--- config.mk ---
export PLATFORM = sky130hd
export DESIGN_NAME = peci_host_regs
export DESIGN_NICKNAME = d
export VERILOG_FILES = /design/src/rtl/phr_pkg.sv /design/src/rtl/phr_launch_fsm.sv /design/src/rtl/phr_irq_unit.sv /design/src/rtl/phr_tx_bank.sv /design/src/rtl/phr_rx_bank.sv /design/src/rtl/peci_host_regs.sv
export SDC_FILE = /design/constraint.sdc
export NUM_CORES = 1
export LEC_CHECK = 0
export ABC_AREA = 1
export BUFFER_PORTS_ARGS = -buffer_cell sky130_fd_sc_hd__clkbuf_2
export CAP_MARGIN = 10
export CORE_AREA = 2 2 298 373
export DETAILED_ROUTE_END_ITERATION = 8
export DIE_AREA = 0 0 300 375
export GPL_TIMING_DRIVEN = 0
export PLACE_DENSITY_LB_ADDON = 0.25
export SLEW_MARGIN = 10
export SYNTH_ARGS = -nofsm -noshare
export SYNTH_HDL_FRONTEND = slang
export SYNTH_SLANG_ARGS = --single-unit
--- constraint.sdc ---
create_clock -name clk -period 2.85 [get_ports clk]
set_input_delay 0.57 -clock clk [delete_from_list [all_inputs] [get_ports clk]]
set_output_delay 0.57 -clock clk [all_outputs]
set_load 0.05 [all_outputs]
--- src/rtl/phr_pkg.sv ---
package phr_pkg;

    // Launch state machine states
    typedef enum logic [1:0] {
        LS_IDLE   = 2'd0,
        LS_LAUNCH = 2'd1,
        LS_WAIT   = 2'd2
    } launch_state_t;

    // Word addresses of the configuration and status words
    localparam logic [4:0] W_CTRL   = 5'd0;
    localparam logic [4:0] W_TIMING = 5'd1;
    localparam logic [4:0] W_CMD    = 5'd2;
    localparam logic [4:0] W_LEN    = 5'd3;
    localparam logic [4:0] W_EXPFCS = 5'd4;
    localparam logic [4:0] W_CAPFCS = 5'd5;
    localparam logic [4:0] W_IEN    = 5'd6;
    localparam logic [4:0] W_ISTS   = 5'd7;

    // Writable bits of the length/address word
    localparam logic [31:0] LEN_MASK = 32'h80FF_FFFF;

endpackage

--- src/rtl/phr_launch_fsm.sv ---
module phr_launch_fsm
    import phr_pkg::*;
(
    input  logic clk,
    input  logic rst_n,
    input  logic fire_req,
    input  logic eng_idle,
    input  logic eng_busy,
    input  logic eng_done,
    output logic eng_start
);

    launch_state_t st_q;
    launch_state_t st_d;

    // State register
    always_ff @(posedge clk or negedge rst_n) begin
        if (!rst_n) begin
            st_q <= LS_IDLE;
        end else begin
            st_q <= st_d;
        end
    end

    // Transitions
    always_comb begin
        st_d = st_q;
        unique case (st_q)
            LS_IDLE: begin
                if (fire_req && eng_idle) begin
                    st_d = LS_LAUNCH;
                end
            end
            LS_LAUNCH: begin
                if (eng_done) begin
                    st_d = LS_IDLE;
                end else if (eng_busy) begin
                    st_d = LS_WAIT;
                end
            end
            LS_WAIT: begin
                if (eng_done) begin
                    st_d = LS_IDLE;
                end
            end
            default: st_d = LS_IDLE;
        endcase
    end

    // Outputs
    always_comb begin
        eng_start = 1'b0;
        unique case (st_q)
            LS_LAUNCH: eng_start = 1'b1;
            default:   eng_start = 1'b0;
        endcase
    end

    AST_START_NEEDS_IDLE: assert property (@(posedge clk) disable iff (!rst_n) $rose(eng_start) |-> $past(fire_req && eng_idle));
    AST_START_HELD: assert property (@(posedge clk) disable iff (!rst_n) (eng_start && !eng_busy && !eng_done) |=> eng_start);
    AST_START_DROPS: assert property (@(posedge clk) disable iff (!rst_n) (eng_start && eng_busy) |=> !eng_start);

endmodule

--- src/rtl/phr_irq_unit.sv ---
module phr_irq_unit #(
    parameter int EVT_N = 5,
    parameter int NEG_W = 2
) (
    input  logic             clk,
    input  logic             rst_n,
    input  logic [EVT_N-1:0] evt,
    input  logic             clr_we,
    input  logic [EVT_N-1:0] clr_bits,
    input  logic             en_we,
    input  logic [EVT_N-1:0] en_bits,
    input  logic [NEG_W-1:0] neg_res,
    output logic [EVT_N-1:0] sts_o,
    output logic [EVT_N-1:0] en_o,
    output logic [NEG_W-1:0] neg_o,
    output logic             irq
);

    logic [EVT_N-1:0] en_q;
    logic [NEG_W-1:0] neg_q;

    // One sticky flag per event; a set in the same cycle wins over a clear
    for (genvar k = 0; k < EVT_N; k++) begin : g_flag
        logic flag_q;
        always_ff @(posedge clk or negedge rst_n) begin
            if (!rst_n) begin
                flag_q <= 1'b0;
            end else if (evt[k]) begin
                flag_q <= 1'b1;
            end else if (clr_we && clr_bits[k]) begin
                flag_q <= 1'b0;
            end
        end
        assign sts_o[k] = flag_q;
    end

    // Enable mask and negotiation result (taken on the done event, bit 0)
    always_ff @(posedge clk or negedge rst_n) begin
        if (!rst_n) begin
            en_q  <= '0;
            neg_q <= '0;
        end else begin
            if (en_we) begin
                en_q <= en_bits;
            end
            if (evt[0]) begin
                neg_q <= neg_res;
            end
        end
    end

    assign en_o  = en_q;
    assign neg_o = neg_q;
    assign irq   = |(sts_o & en_q);

    AST_DONE_STICKY: assert property (@(posedge clk) disable iff (!rst_n) evt[0] |=> sts_o[0]);
    AST_W1C_ALL: assert property (@(posedge clk) disable iff (!rst_n) (clr_we && (&clr_bits) && (evt == '0)) |=> (sts_o == '0));
    AST_NEG_HOLD: assert property (@(posedge clk) disable iff (!rst_n) !evt[0] |=> $stable(neg_o));

endmodule

--- src/rtl/phr_tx_bank.sv ---
module phr_tx_bank #(
    parameter int BYTES = 32
) (
    input  logic                         clk,
    input  logic                         rst_n,
    input  logic                         we,
    input  logic [$clog2(BYTES/4)-1:0]   widx,
    input  logic [31:0]                  wdata,
    input  logic [$clog2(BYTES/4)-1:0]   ridx,
    output logic [31:0]                  rword,
    input  logic [$clog2(BYTES)-1:0]     byte_idx,
    output logic [7:0]                   byte_out
);

    localparam int WIDX_W = $clog2(BYTES / 4);

    logic [BYTES*8-1:0] flat;

    // Bus writes whole words; byte k is lane k%4 of word k/4
    for (genvar k = 0; k < BYTES; k++) begin : g_byte
        logic [7:0] b_q;
        always_ff @(posedge clk or negedge rst_n) begin
            if (!rst_n) begin
                b_q <= '0;
            end else if (we && (widx == WIDX_W'(k / 4))) begin
                b_q <= wdata[8*(k%4) +: 8];
            end
        end
        assign flat[8*k +: 8] = b_q;
    end

    assign rword    = flat[{ridx, 5'b00000} +: 32];
    assign byte_out = flat[{byte_idx, 3'b000} +: 8];

endmodule

--- src/rtl/phr_rx_bank.sv ---
module phr_rx_bank #(
    parameter int BYTES = 32
) (
    input  logic                         clk,
    input  logic                         rst_n,
    input  logic                         byte_we,
    input  logic [$clog2(BYTES)-1:0]     byte_idx,
    input  logic [7:0]                   byte_in,
    input  logic [$clog2(BYTES/4)-1:0]   ridx,
    output logic [31:0]                  rword
);

    localparam int BIDX_W = $clog2(BYTES);

    logic [BYTES*8-1:0] flat;

    // Only the engine strobe writes here, one byte at the supplied index
    for (genvar k = 0; k < BYTES; k++) begin : g_byte
        logic [7:0] b_q;
        always_ff @(posedge clk or negedge rst_n) begin
            if (!rst_n) begin
                b_q <= '0;
            end else if (byte_we && (byte_idx == BIDX_W'(k))) begin
                b_q <= byte_in;
            end
        end
        assign flat[8*k +: 8] = b_q;
    end

    assign rword = flat[{ridx, 5'b00000} +: 32];

endmodule

--- src/rtl/peci_host_regs.sv ---
module peci_host_regs
    import phr_pkg::*;
#(
    parameter int BANK_BYTES = 16,
    parameter int BANKS      = 2,
    parameter int EVT_N      = 5,
    parameter int NEG_W      = 2
) (
    input  logic                                 clk,
    input  logic                                 rst_n,
    input  logic                                 bus_we,
    input  logic [4:0]                           bus_addr,
    input  logic [31:0]                          bus_wdata,
    output logic [31:0]                          bus_rdata,
    output logic                                 irq,
    output logic                                 eng_start,
    input  logic                                 eng_busy,
    input  logic [3:0]                           eng_state,
    input  logic                                 eng_pin_mon,
    input  logic [EVT_N-1:0]                     eng_evt,
    input  logic [NEG_W-1:0]                     eng_neg_res,
    input  logic [7:0]                           eng_cap_wfcs,
    input  logic [7:0]                           eng_cap_rfcs,
    input  logic [$clog2(BANK_BYTES*BANKS)-1:0]  eng_tx_idx,
    output logic [7:0]                           eng_tx_byte,
    input  logic                                 eng_rx_we,
    input  logic [$clog2(BANK_BYTES*BANKS)-1:0]  eng_rx_idx,
    input  logic [7:0]                           eng_rx_byte,
    output logic [31:0]                          cfg_ctrl,
    output logic [15:0]                          cfg_timing,
    output logic [31:0]                          cfg_len,
    output logic [23:0]                          cfg_exp_fcs
);

    // The word map fixes two banks of four words each per direction
    localparam int BUF_BYTES = BANK_BYTES * BANKS;
    localparam int WIDX_W    = $clog2(BUF_BYTES / 4);

    logic [31:0] ctrl_q;
    logic [15:0] timing_q;
    logic [31:0] len_q;
    logic [23:0] exp_q;
    logic [7:0]  cap_w_q;
    logic [7:0]  cap_r_q;

    logic              tx_hit;
    logic              rx_hit;
    logic [WIDX_W-1:0] buf_widx;
    logic [31:0]       tx_word;
    logic [31:0]       rx_word;
    logic              fire_req;
    logic              eng_idle;
    logic [EVT_N-1:0]  sts_flags;
    logic [EVT_N-1:0]  en_flags;
    logic [NEG_W-1:0]  neg_q;

    // Buffer windows: transmit at words 8-11 and 16-19, receive at 12-15 and 20-23
    assign tx_hit   = (bus_addr[4:2] == 3'b010) || (bus_addr[4:2] == 3'b100);
    assign rx_hit   = (bus_addr[4:2] == 3'b011) || (bus_addr[4:2] == 3'b101);
    assign buf_widx = {bus_addr[4], bus_addr[1:0]};

    // Engine counts as idle only with no busy, a zero state code and no pin activity
    assign eng_idle = !eng_busy && (eng_state == 4'd0) && !eng_pin_mon;
    assign fire_req = bus_we && (bus_addr == W_CMD) && bus_wdata[0];

    // Configuration words
    always_ff @(posedge clk or negedge rst_n) begin
        if (!rst_n) begin
            ctrl_q   <= '0;
            timing_q <= '0;
            len_q    <= '0;
            exp_q    <= '0;
        end else if (bus_we) begin
            case (bus_addr)
                W_CTRL:   ctrl_q   <= bus_wdata;
                W_TIMING: timing_q <= bus_wdata[15:0];
                W_LEN:    len_q    <= bus_wdata & LEN_MASK;
                W_EXPFCS: exp_q    <= bus_wdata[23:0];
                default:  ;
            endcase
        end
    end

    // Captured FCS values, taken when the engine reports done
    always_ff @(posedge clk or negedge rst_n) begin
        if (!rst_n) begin
            cap_w_q <= '0;
            cap_r_q <= '0;
        end else if (eng_evt[0]) begin
            cap_w_q <= eng_cap_wfcs;
            cap_r_q <= eng_cap_rfcs;
        end
    end

    phr_launch_fsm u_launch (
        .clk       (clk),
        .rst_n     (rst_n),
        .fire_req  (fire_req),
        .eng_idle  (eng_idle),
        .eng_busy  (eng_busy),
        .eng_done  (eng_evt[0]),
        .eng_start (eng_start)
    );

    phr_irq_unit #(
        .EVT_N (EVT_N),
        .NEG_W (NEG_W)
    ) u_irq (
        .clk      (clk),
        .rst_n    (rst_n),
        .evt      (eng_evt),
        .clr_we   (bus_we && (bus_addr == W_ISTS)),
        .clr_bits (bus_wdata[EVT_N-1:0]),
        .en_we    (bus_we && (bus_addr == W_IEN)),
        .en_bits  (bus_wdata[EVT_N-1:0]),
        .neg_res  (eng_neg_res),
        .sts_o    (sts_flags),
        .en_o     (en_flags),
        .neg_o    (neg_q),
        .irq      (irq)
    );

    phr_tx_bank #(
        .BYTES (BUF_BYTES)
    ) u_tx (
        .clk      (clk),
        .rst_n    (rst_n),
        .we       (bus_we && tx_hit),
        .widx     (buf_widx),
        .wdata    (bus_wdata),
        .ridx     (buf_widx),
        .rword    (tx_word),
        .byte_idx (eng_tx_idx),
        .byte_out (eng_tx_byte)
    );

    phr_rx_bank #(
        .BYTES (BUF_BYTES)
    ) u_rx (
        .clk      (clk),
        .rst_n    (rst_n),
        .byte_we  (eng_rx_we),
        .byte_idx (eng_rx_idx),
        .byte_in  (eng_rx_byte),
        .ridx     (buf_widx),
        .rword    (rx_word)
    );

    // Read multiplexer; anything not decoded returns zero
    always_comb begin
        bus_rdata = '0;
        case (bus_addr)
            W_CTRL:   bus_rdata = ctrl_q;
            W_TIMING: bus_rdata = {16'h0000, timing_q};
            W_CMD:    bus_rdata = {eng_pin_mon, 3'b000, eng_state, 23'h0, eng_start};
            W_LEN:    bus_rdata = len_q;
            W_EXPFCS: bus_rdata = {8'h00, exp_q};
            W_CAPFCS: bus_rdata = {8'h00, cap_r_q, 8'h00, cap_w_q};
            W_IEN:    bus_rdata = {{(32-EVT_N){1'b0}}, en_flags};
            W_ISTS:   bus_rdata = {neg_q, {(32-NEG_W-EVT_N){1'b0}}, sts_flags};
            default: begin
                if (tx_hit) begin
                    bus_rdata = tx_word;
                end else if (rx_hit) begin
                    bus_rdata = rx_word;
                end
            end
        endcase
    end

    assign cfg_ctrl    = ctrl_q;
    assign cfg_timing  = timing_q;
    assign cfg_len     = len_q;
    assign cfg_exp_fcs = exp_q;

    AST_CAP_ON_DONE: assert property (@(posedge clk) disable iff (!rst_n) eng_evt[0] |=> (cap_r_q == $past(eng_cap_rfcs)));
    AST_LEN_RSVD_ZERO: assert property (@(posedge clk) disable iff (!rst_n) bus_we |=> (cfg_len[30:24] == 7'd0));

endmodule

==> metrics.cfg <==
[critical_path]
critPathLaunchType=input pin
worstPathArrival_ns=2.45
worst_setup_path_end_kind=primary output
path_class=in2out
critPathMaxFanout=6
slowest_stage=nand4_1
crit_chain=buf_16, nand2_8, buf_16, buf_16, nor2_1, a21oi_4, nand4_1, nand3_2, nand3_4, buf_8
startpoint=bus_addr[1]
slowest_delay_ns=0.37
cp.required_ns=2.28
path_common_cell=buf_16
timing.rr.start=u_launch.st_q[1]

[die]
start_util_pct=28.7
rows=136
core_um2=109000
die_area_um2=113000
ios=234
die_height_um=375
fp.dieW_um=300

[power]
power.leakage_nw=19.2
comb_power_share_pct=24.6
clock_power_share_pct=33.6
power_density_nw_per_um2=739
switchingPower_w=0.0111
seqPwrFrac_pct=41.8
vdd_drop_max_mv=0.396
sw_frac_of_total_pct=37.0
internal_power_w=0.0188

[grt]
grt_busiest_layer=met2
antenna_found_initial=8
grt_pass1_wl_mm=249
use_met3_pct=7.10
grt_usage_pct=31.6
grt_max_degree=98
grt-ovfl-total=0
met2_usage_pct=49.1
grt_pass1_vias=31500
grt_use_met1_pct=37.8

[routing]
drt_iter0_drc=4292
via_count=33100
vias_per_cell=5.47
drcViolationCount=0
drt_pass1_iterations=7
ant_nets=0
wl_mm=180
post_drt_wl_per_cell_um=29.8

[sta]
slew_headroom_pct=30.1
hold_violations=0
fin_skew_ns=0.000149
worstMarginPinSlew_ns=1.05
fin_crit_sh_pct=106
final-setup-viol-count=29
worst_slack_ns=-0.166
max_freq_ghz=0.332
rsz0062_at_grt=true
min_period_ns=3.02
report.final.slew_viol_count=0

[clock_network]
clk_latency_ns=0.68
numClockSinks=639
cts-root-buf=clkbuf_16
path_clk_slew_ns=0.06
clk_path_buf_depth=3
cts_tree=built
cts_max_level=3
cts_buffers=72

[cells_and_area]
final_cells=6048
fillerInstances=11500
areaGrowthSynthToFinish_pct=29.0
drive_above_1_share_pct=17.2
final_nets=4636

[yosys]
async_flop_share_pct=100
yosysWarnings=0
seq_area_frac_synth_pct=50.9
synthFlopType=dfrtp_1
synth_commonest_cells=nand2_1 (1573), dfrtp_1 (639), o21ai_0 (464), nand3_1 (365), inv_1 (220)
syn_area_per_cell_um2=7.52
ys_ff_latch=639
synth_top_area_share_pct=50.9
synth_edf_count=0
ys_types=33
synth_area_leaders=dfrtp_1 (51%), nand2_1 (19%), o21ai_0 (7.4%)
yosys.area.top_type=dfrtp_1
netlist_area_um2=31400
syn_inst=4176
synth_most_common_cell=nand2_1

[worst_hold_path]
hold_start=eng_evt[4]
hp-class=in2reg

[placement]
numPortBuffers=220
detailed_place_hpwl_mm=131
preCtsSetupSlack_ns=-1.80
place.gp.congestion=1.02
place_inst=5858

[run_status]
violations=setup timing
outcome=complete, but fails checks

[job]
max-cap-violations=0

[cell usage in the layout, fill, tap and decap left out, drive strengths merged]
master	n
nand4	104
conb	7
nand3	365
diode	1
nor3	5
o21ai	641
a22oi	2
dfrtp	639
a221oi	1
o211ai	2
clkinv	12
clkbuf	456
or2	3
a21oi	129
o21a	2
nand3b	1
o31ai	1
nor2	186
bufbuf	2
dlygate4sd3	1
bufinv	6
clkinvlp	3
buf	225
inv	225
nand2	1580
[routing by layer]
layer / up-vias / routed length, um
met3: 606 / 15500
li1: 14300 / -
met2: 1862 / 81200
met1: 16300 / 67300
met4: 4 / 16400
met5: - / 27
[per-stage QoR]
stage | hold WS (ns) | utilization (%) | TNS, ns | instance area (um2) | power, W
floorplan | 0.274 | - | 0 | 31400 | 0.0160
global placement | 0.457 | 31.4 | -9695.04 | 34300 | 0.0189
global route | 0.0670 | 37.1 | -1.24 | 40500 | 0.0310
finish | 0.0785 | 37.1 | -1.76 | 40500 | 0.0299
CTS | 0.0561 | 36.3 | -2.06 | 39700 | 0.0296
detailed placement | 0.465 | 31.6 | -55.71 | 34500 | 0.0190
[power by group through the flow]
stage               Clock, W  Combinational (W)  Sequential [W]
global route          0.0105            0.00786          0.0126
CTS                   0.0101            0.00703          0.0124
global placement           0            0.00636          0.0125
floorplan                  0            0.00319          0.0128
finish                0.0101            0.00737          0.0125
detailed placement         0            0.00647          0.0125
[worst paths after layout]
check                                    endpoint  slack [ns]  depth (start not counted)
setup reg to reg                 u_launch.st_q[0]        1.87                          5
setup / recovery                    bus_rdata[13]       -0.17                         10
max in group asynchronous          cfg_exp_fcs[7]        0.96                          4
min in group asynchronous  u_rx.g_byte[28].b_q[6]        0.45                          2
hold reg to reg                        cap_w_q[0]        0.48                          2
hold / removal             u_irq.g_flag[4].flag_q        0.08                          3
[worst max-delay path: cells and delay by family]
family,cells,cell delay (ns)
buf+inv,4,0.68
compound gates,1,0.16
simple gates,5,0.97
[cell families (layout without fill, tap and decap cells)]
logic type | after synthesis | in the layout | share of synthesized area [%]
and+or+nand+nor | 2244 | 2244 | 29.8
other | 1 | 8 | 0.0119
buffers and inverters | 514 | 930 | 6.76
AOI/OAI and AO/OA | 778 | 778 | 12.5
DFF | 639 | 639 | 50.9
[timing repair]
action / 4_1_cts / 5_1_grt
hold endpoints to repair: 54 / 0
resized for setup: 613 / 187
pin swaps: 45 / 68
setup buffers: 35 / 27
cloned: 5 / 0
hold buffers: 1 / 0
endpoints found under the setup margin: 40 / 40
[registers in the layout, summed over array words and instances, names as in the netlist]
name,count
u_irq.neg_o,2
u_irq.en_o,5
cfg_timing,16
cap_w_q,8
u_launch.st_q,2
cfg_ctrl,32
u_rx.g_byte.b_q,256
u_irq.g_flag.flag_q,5
u_tx.g_byte.b_q,256
cap_r_q,8
cfg_len,25
cfg_exp_fcs,24
[layout make-up]
class	count	area, um2	share of cell area [%]
diodes	1	2.50	0.00618
plain buffers	288	2460	6.08
clock buffers	103	2140	5.28
clock inverters	21	319	0.788
inverters	225	863	2.13
multi-input cells	3029	14500	35.8
flip-flops and latches	639	16000	39.5
well taps	1449	1810	4.48
repair buffers	293	2430	6.00
Note: power is estimated with default switching activity, not from simulation.
